$ cat src/rtl/cal_pkg.sv
package cal_pkg;

  localparam int FLD_N    = 7;
  localparam int FLD_SEC  = 0;
  localparam int FLD_MIN  = 1;
  localparam int FLD_HOUR = 2;
  localparam int FLD_WDAY = 3;
  localparam int FLD_MDAY = 4;
  localparam int FLD_MON  = 5;
  localparam int FLD_YEAR = 6;

  // strobes from the control half to the datapath half
  typedef struct packed {
    logic             adv;
    logic [FLD_N-1:0] wr;
  } calCtl_t;

  function automatic logic [7:0] toBcd2(input logic [7:0] v);
    return {4'(v / 8'd10), 4'(v % 8'd10)};
  endfunction

  function automatic logic [7:0] fromBcd2(input logic [7:0] b);
    return 8'(b[7:4]) * 8'd10 + 8'(b[3:0]);
  endfunction

  function automatic logic isLeap(input int y);
    return (y % 4 == 0) && ((y % 100 != 0) || (y % 400 == 0));
  endfunction

  // month index is zero based
  function automatic logic [7:0] monthDays(input logic [3:0] m, input logic leap);
    case (m)
      4'd1:                      return leap ? 8'd29 : 8'd28;
      4'd3, 4'd5, 4'd8, 4'd10:   return 8'd30;
      default:                   return 8'd31;
    endcase
  endfunction

endpackage

$ cat src/rtl/cal_ctrl.sv
module cal_ctrl
  import cal_pkg::*;
#(
  parameter int DIV_COUNT = 32768
) (
  input  logic             clk,
  input  logic             rstN,
  input  logic             baseTick,
  input  logic             runEn,
  input  logic [FLD_N-1:0] wrReq,
  output calCtl_t          ctl,
  output logic             secPulse
);

  localparam int CNT_W = (DIV_COUNT > 1) ? $clog2(DIV_COUNT) : 1;
  localparam logic [CNT_W-1:0] LOAD = CNT_W'(DIV_COUNT - 1);

  logic             runQ;
  logic [CNT_W-1:0] divCnt;
  logic             pulseQ;
  logic             rise;
  logic             counting;
  logic             adv;

  assign rise     = runEn && !runQ;
  assign counting = runEn && runQ && baseTick;
  assign adv      = counting && (divCnt == '0);

  always_ff @(posedge clk or negedge rstN) begin
    if (!rstN) begin
      runQ   <= 1'b0;
      divCnt <= LOAD;
      pulseQ <= 1'b0;
    end else begin
      runQ   <= runEn;
      pulseQ <= adv;
      if (rise)
        divCnt <= LOAD;
      else if (counting)
        divCnt <= (divCnt == '0) ? LOAD : divCnt - 1'b1;
    end
  end

  always_comb begin
    ctl.adv = adv;
    ctl.wr  = wrReq & {FLD_N{runEn}};
  end

  assign secPulse = pulseQ;

endmodule

$ cat src/rtl/cal_datapath.sv
module cal_datapath
  import cal_pkg::*;
#(
  parameter int SEC_LIMIT  = 60,
  parameter int MIN_LIMIT  = 60,
  parameter int HOUR_LIMIT = 24,
  parameter int WDAY_LIMIT = 7,
  parameter int MON_LIMIT  = 12,
  parameter int YEAR_LIMIT = 1000,
  parameter int YEAR_BASE  = 1900
) (
  input  logic        clk,
  input  logic        rstN,
  input  calCtl_t     ctl,
  input  logic [11:0] wrData,
  output logic [7:0]  secBcd,
  output logic [7:0]  minBcd,
  output logic [7:0]  hourBcd,
  output logic [7:0]  wdayBcd,
  output logic [7:0]  mdayBcd,
  output logic [7:0]  monBcd,
  output logic [11:0] yearBcd
);

  localparam int WRAP_N = 4;   // seconds, minutes, hours, day of week
  localparam int WRAP_LIM [WRAP_N] = '{SEC_LIMIT, MIN_LIMIT, HOUR_LIMIT, WDAY_LIMIT};
  localparam int YEAR_W = $clog2(YEAR_LIMIT);

  logic [7:0]        wrVal;
  logic [YEAR_W-1:0] yearWr;
  logic [7:0]        wrapCnt [WRAP_N];
  logic [WRAP_N-1:0] carry;    // carry[i] advances field i
  logic              dayCarry;

  logic [7:0]        mday;
  logic [3:0]        mon;
  logic [YEAR_W-1:0] year;
  logic [7:0]        mdayInc;
  logic [3:0]        monInc;
  logic [YEAR_W-1:0] yearInc;
  logic              leap;
  logic              monCarry;
  logic              yearCarry;

  assign wrVal    = fromBcd2(wrData[7:0]);
  assign yearWr   = YEAR_W'(int'(fromBcd2(wrData[7:0])) + int'(wrData[11:8]) * 100);
  assign carry[0] = ctl.adv;

  generate
    for (genvar i = 0; i < WRAP_N; i++) begin : g_wrap
      logic [7:0] inc;
      logic       wrapHit;
      assign inc     = wrapCnt[i] + 8'd1;
      assign wrapHit = inc >= 8'(WRAP_LIM[i]);
      if (i + 1 < WRAP_N) begin : g_chain
        assign carry[i+1] = carry[i] && wrapHit;
      end
      always_ff @(posedge clk or negedge rstN) begin
        if (!rstN)
          wrapCnt[i] <= 8'd0;
        else if (ctl.wr[i])
          wrapCnt[i] <= wrVal;
        else if (carry[i])
          wrapCnt[i] <= wrapHit ? 8'd0 : inc;
      end
    end
  endgenerate

  // hours roll over: same condition that advances the day of week
  assign dayCarry = carry[WRAP_N-1] && (wrapCnt[FLD_HOUR] + 8'd1 >= 8'(HOUR_LIMIT));

  always_comb begin
    leap      = isLeap(int'(year) + YEAR_BASE);
    mdayInc   = mday + 8'd1;
    monInc    = mon + 4'd1;
    yearInc   = year + 1'b1;
    monCarry  = dayCarry && (mdayInc > monthDays(mon, leap));
    yearCarry = monCarry && (monInc >= 4'(MON_LIMIT));
  end

  always_ff @(posedge clk or negedge rstN) begin
    if (!rstN) begin
      mday <= 8'd1;
      mon  <= 4'd0;
      year <= '0;
    end else begin
      if (ctl.wr[FLD_MDAY])
        mday <= wrVal;
      else if (dayCarry)
        mday <= monCarry ? 8'd1 : mdayInc;

      if (ctl.wr[FLD_MON])
        mon <= 4'(wrVal - 8'd1);
      else if (monCarry)
        mon <= yearCarry ? 4'd0 : monInc;

      if (ctl.wr[FLD_YEAR])
        year <= yearWr;
      else if (yearCarry)
        year <= (int'(yearInc) >= YEAR_LIMIT) ? '0 : yearInc;
    end
  end

  always_comb begin
    secBcd  = toBcd2(wrapCnt[FLD_SEC]);
    minBcd  = toBcd2(wrapCnt[FLD_MIN]);
    hourBcd = toBcd2(wrapCnt[FLD_HOUR]);
    wdayBcd = toBcd2(wrapCnt[FLD_WDAY]);
    mdayBcd = toBcd2(mday);
    monBcd  = toBcd2(8'(mon) + 8'd1);
    yearBcd = {4'(year / YEAR_W'(100)), toBcd2(8'(year % YEAR_W'(100)))};
  end

endmodule

$ cat src/rtl/bcd_calendar.sv
module bcd_calendar
  import cal_pkg::*;
#(
  parameter int DIV_COUNT = 32768
) (
  input  logic             clk,
  input  logic             rstN,
  input  logic             baseTick,
  input  logic             runEn,
  input  logic [FLD_N-1:0] wrStrobe,
  input  logic [11:0]      wrData,
  output logic [7:0]       secBcd,
  output logic [7:0]       minBcd,
  output logic [7:0]       hourBcd,
  output logic [7:0]       wdayBcd,
  output logic [7:0]       mdayBcd,
  output logic [7:0]       monBcd,
  output logic [11:0]      yearBcd,
  output logic             secPulse
);

  calCtl_t ctl;

  cal_ctrl #(.DIV_COUNT(DIV_COUNT)) ctrl_i (
    .clk      (clk),
    .rstN     (rstN),
    .baseTick (baseTick),
    .runEn    (runEn),
    .wrReq    (wrStrobe),
    .ctl      (ctl),
    .secPulse (secPulse)
  );

  cal_datapath dp_i (
    .clk     (clk),
    .rstN    (rstN),
    .ctl     (ctl),
    .wrData  (wrData),
    .secBcd  (secBcd),
    .minBcd  (minBcd),
    .hourBcd (hourBcd),
    .wdayBcd (wdayBcd),
    .mdayBcd (mdayBcd),
    .monBcd  (monBcd),
    .yearBcd (yearBcd)
  );

endmodule

$ cat config.mk
export PLATFORM = sky130hd
export DESIGN_NAME = bcd_calendar
export DESIGN_NICKNAME = d
export VERILOG_FILES = /design/src/rtl/cal_pkg.sv /design/src/rtl/cal_ctrl.sv /design/src/rtl/cal_datapath.sv /design/src/rtl/bcd_calendar.sv
export SDC_FILE = /design/constraint.sdc
export NUM_CORES = 1
export LEC_CHECK = 0
export ABC_CLOCK_PERIOD_IN_PS = 7200
export BUFFER_PORTS_ARGS = -buffer_cell sky130_fd_sc_hd__buf_4
export CAP_MARGIN = 20
export CORE_MARGIN = 8
export CORE_UTILIZATION = 40
export DETAILED_ROUTE_END_ITERATION = 10
export PLACE_DENSITY_LB_ADDON = 0.15
export SLEW_MARGIN = 10
export SYNTH_ARGS = -nofsm -noshare
export SYNTH_HDL_FRONTEND = slang
export SYNTH_SLANG_ARGS = --single-unit
$ cat constraint.sdc
create_clock -name clk -period 7.2 [get_ports clk]
set_input_delay 0.36 -clock clk [delete_from_list [all_inputs] [get_ports clk]]
set_output_delay 0.36 -clock clk [all_outputs]
set_load 0.005 [all_outputs]
==> reports/metrics.yaml <==
status: "completed"
worst_setup_path_end_kind: "flop"
dr.pass1.iters: 5
via_per_inst: 5.85
numCtsBuffers: 9
gp_congestion: 0.880
setup_viol: 0
netlist.area_leader.share_pct: 13.3
initial_utilization_pct: 40.3
regArea_um2: 1800
io_pins: 84
worstSkewPairLatency_ns: 0.34
ys_types: 103
crit_path_frequent_cell: "o21ai_0"
dieArea_um2: 31400
nFillCells: 2647
yosys_warnings: 0
cts_buffer_depth: 2
critPathMaxFanout: 9
rows: 59
period_minus_slack_ns: 6.60
syn_area_per_cell_um2: 7.28
rsz0062_at_grt: "no"
fin_skew_ns: 0.0129
drt_wl_total_um: 28700
final.setup.worst_slack_ns: 0.600
core_area_um2: 25800
synthCells: 1426
clk_pin_slew_ns: 0.06
cts-htree-levels: 3
fp.dieH_um: 177
r2r_slack_ns: 0.60
drv_cap: 0
grt_pass1_vias: 9535
cts_tree: "built"
holdCritPathClass: "in2async"
antenna_cells: 0
max_slew_margin_pct: 31.1
fin_crit_sh_pct: 91.7
pre_cts_ws_ns: 0.276
synth-edff-count: 0
wl_per_cell_um: 16.0
worst_slew_pin_slew_ns: 1.02
fmax_ghz: 0.152
syn2layout_area_growth_pct: 10.5
antenna_found_initial: 0
startpoint_type: "flop"
crit_type: "reg2reg"
ys_ff_latch: 71
setup_tns_ns: 0
grt-ovfl-total: 0
synth_top_flop_cell: "dfrtp_1"
grt_max_degree: 72
cts-root-buf: "clkbuf_16"
drc_errors: 0
numPortBuffers: 81
die_w_um: 177
finalHoldViolations: 0
drtIter0Drc: 731
vias: 10500
grt_pass1_wl_um: 47800
worst_path_largest_cell_delay_ns: 0.52
nets: 1546
multi_input_area_um2: 7950
grtUsageTotal_pct: 17.9
clock-sinks: 71
antenna_left: 0
async_reset_ff_share_pct: 100
holdBufCountCts: 0
yosys.area.top_type: "dfrtp_1"
cp.arrival_ns: 6.80
synth.yosys.seq_area_share_pct: 17.3
synth_area_um2: 10400
cp_data_required_time_ns: 7.40
synth_area_leaders: "dfrtp_1 (13%), ha_1 (8.1%), xnor2_1 (6.3%)"
slew_viol_final: 0
hpwl_um: 21700
crit_path_top_delay_cell: "or4_1"
drive_above_1_share_pct: 13.5
## layer usage
| metal | GRT usage, % | up-vias | part of all wire (%) | wire length, um |
|---|---|---|---|---|
| li1 | - | 5241 | - | - |
| met3 | 2.07 | 33 | 4.0 | 1150 |
| met1 | 24.5 | 4922 | 47 | 13500 |
| met5 | 0 | - | 0 | 0 |
| met4 | 4.03 | 0 | 1.4 | 399 |
| met2 | 29.6 | 288 | 48 | 13700 |
## through the flow
step / std cells / utilization, % / cell area [um2] / hold slack [ns]
final: 1792 / 44.5 / 11500 / 0.155
after global routing: 1792 / 44.5 / 11500 / 0.240
after CTS: 1790 / 44.3 / 11400 / 0.203
after detailed placement: 1774 / 43.3 / 11200 / 0.471
after global placement: 1774 / 43.3 / 11200 / 0.474
after floorplan: 1427 / - / 10400 / 0.0644
## flip-flops by register name, indices dropped and copies added, names as in the netlist
register         flops
ctrl_i.secPulse      1
dp_i.mon             4
ctrl_i.divCnt       15
ctrl_i.runQ          1
dp_i.wrapCnt        32
dp_i.mday            8
dp_i.year           10
## cell usage after synthesis (all sizes together), types with 20 or more instances
library cell	instances
a21o	20
a21oi	109
buf	28
clkbuf	63
dfrtp	55
ha	67
inv	69
mux2i	21
nand2	134
nand3	77
nor2	137
nor2b	26
nor3	52
o21ai	121
xnor2	77
xor2	24
## path summary, 6_finish.rpt
path,startpoint,end,cells after the start
worst max-delay path,dp_i.year[5],dp_i.year[5],30
worst min-delay path,rstN,dp_i.wrapCnt[18],1
worst max register to register,dp_i.year[5],dp_i.year[5],30
worst min register to register,ctrl_i.runQ,ctrl_i.divCnt[1],1
max in group asynchronous,rstN,dp_i.mday[2],1
min in group clk,wrStrobe[2],dp_i.wrapCnt[15],3
## layout by cell type, fill, tap and decap left out, drive strengths merged, types with 16 or more instances in the layout
master | netlist | final
nand2 | 134 | 134
nand3 | 77 | 77
mux2i | 21 | 21
nor3 | 52 | 52
buf | 28 | 105
xnor2 | 77 | 77
xor2 | 24 | 24
inv | 69 | 69
o31ai | 18 | 18
nand2b | 17 | 17
dfrtp | 55 | 55
ha | 67 | 67
nor2 | 137 | 137
nor2b | 26 | 26
a21oi | 109 | 109
dfstp | 16 | 16
a21o | 20 | 20
o21ai | 121 | 121
## cells by family (layout without fill, tap and decap cells)
| kind of cell | Yosys count | after routing | synth area share [%] |
|---|---|---|---|
| DFF | 71 | 71 | 17.3 |
| xor gates and xnor gates | 101 | 101 | 8.74 |
| AOI/OAI and AO/OA | 445 | 445 | 29.5 |
| muxes | 28 | 28 | 2.96 |
| buffers and inverters | 160 | 190 | 6.52 |
| adders and majority gates | 80 | 80 | 9.73 |
| and+or+nand+nor | 540 | 540 | 25.3 |
| other | 1 | 2 | 0.0361 |
## layout make-up
class / instances / share of cell area (%)
clock buffer: 15 / 2.25
clock inverter: 1 / 0.0436
inverter: 69 / 2.28
multi-input combinational: 1196 / 69.3
sequential: 71 / 15.7
tap: 335 / 3.65
timing repair buffer: 105 / 6.87
## worst max-delay path, delay by kind of cell, from the launching register on
family	cells	cell delay (ns)
AO/OA/AOI/OAI	15	3.09
XOR/XNOR	2	0.39
adder cells (fa/ha/maj)	3	0.86
buffers and inverters	3	0.42
flip-flops	1	0.38
multiplexers	1	0.21
AND/OR/NAND/NOR	6	1.14
## timing repair
| item | 4_1_cts | 5_1_grt |
|---|---|---|
| resized for setup | 0 | 7 |
| hold endpoints to repair | 0 | 0 |
| buffers inserted | 0 | 2 |
| endpoints found under the setup margin | 0 | 17 |
Power is left out: the tool's default activity adds up to more than one toggle a clock period on the data nets, which glitch-free logic cannot reach.
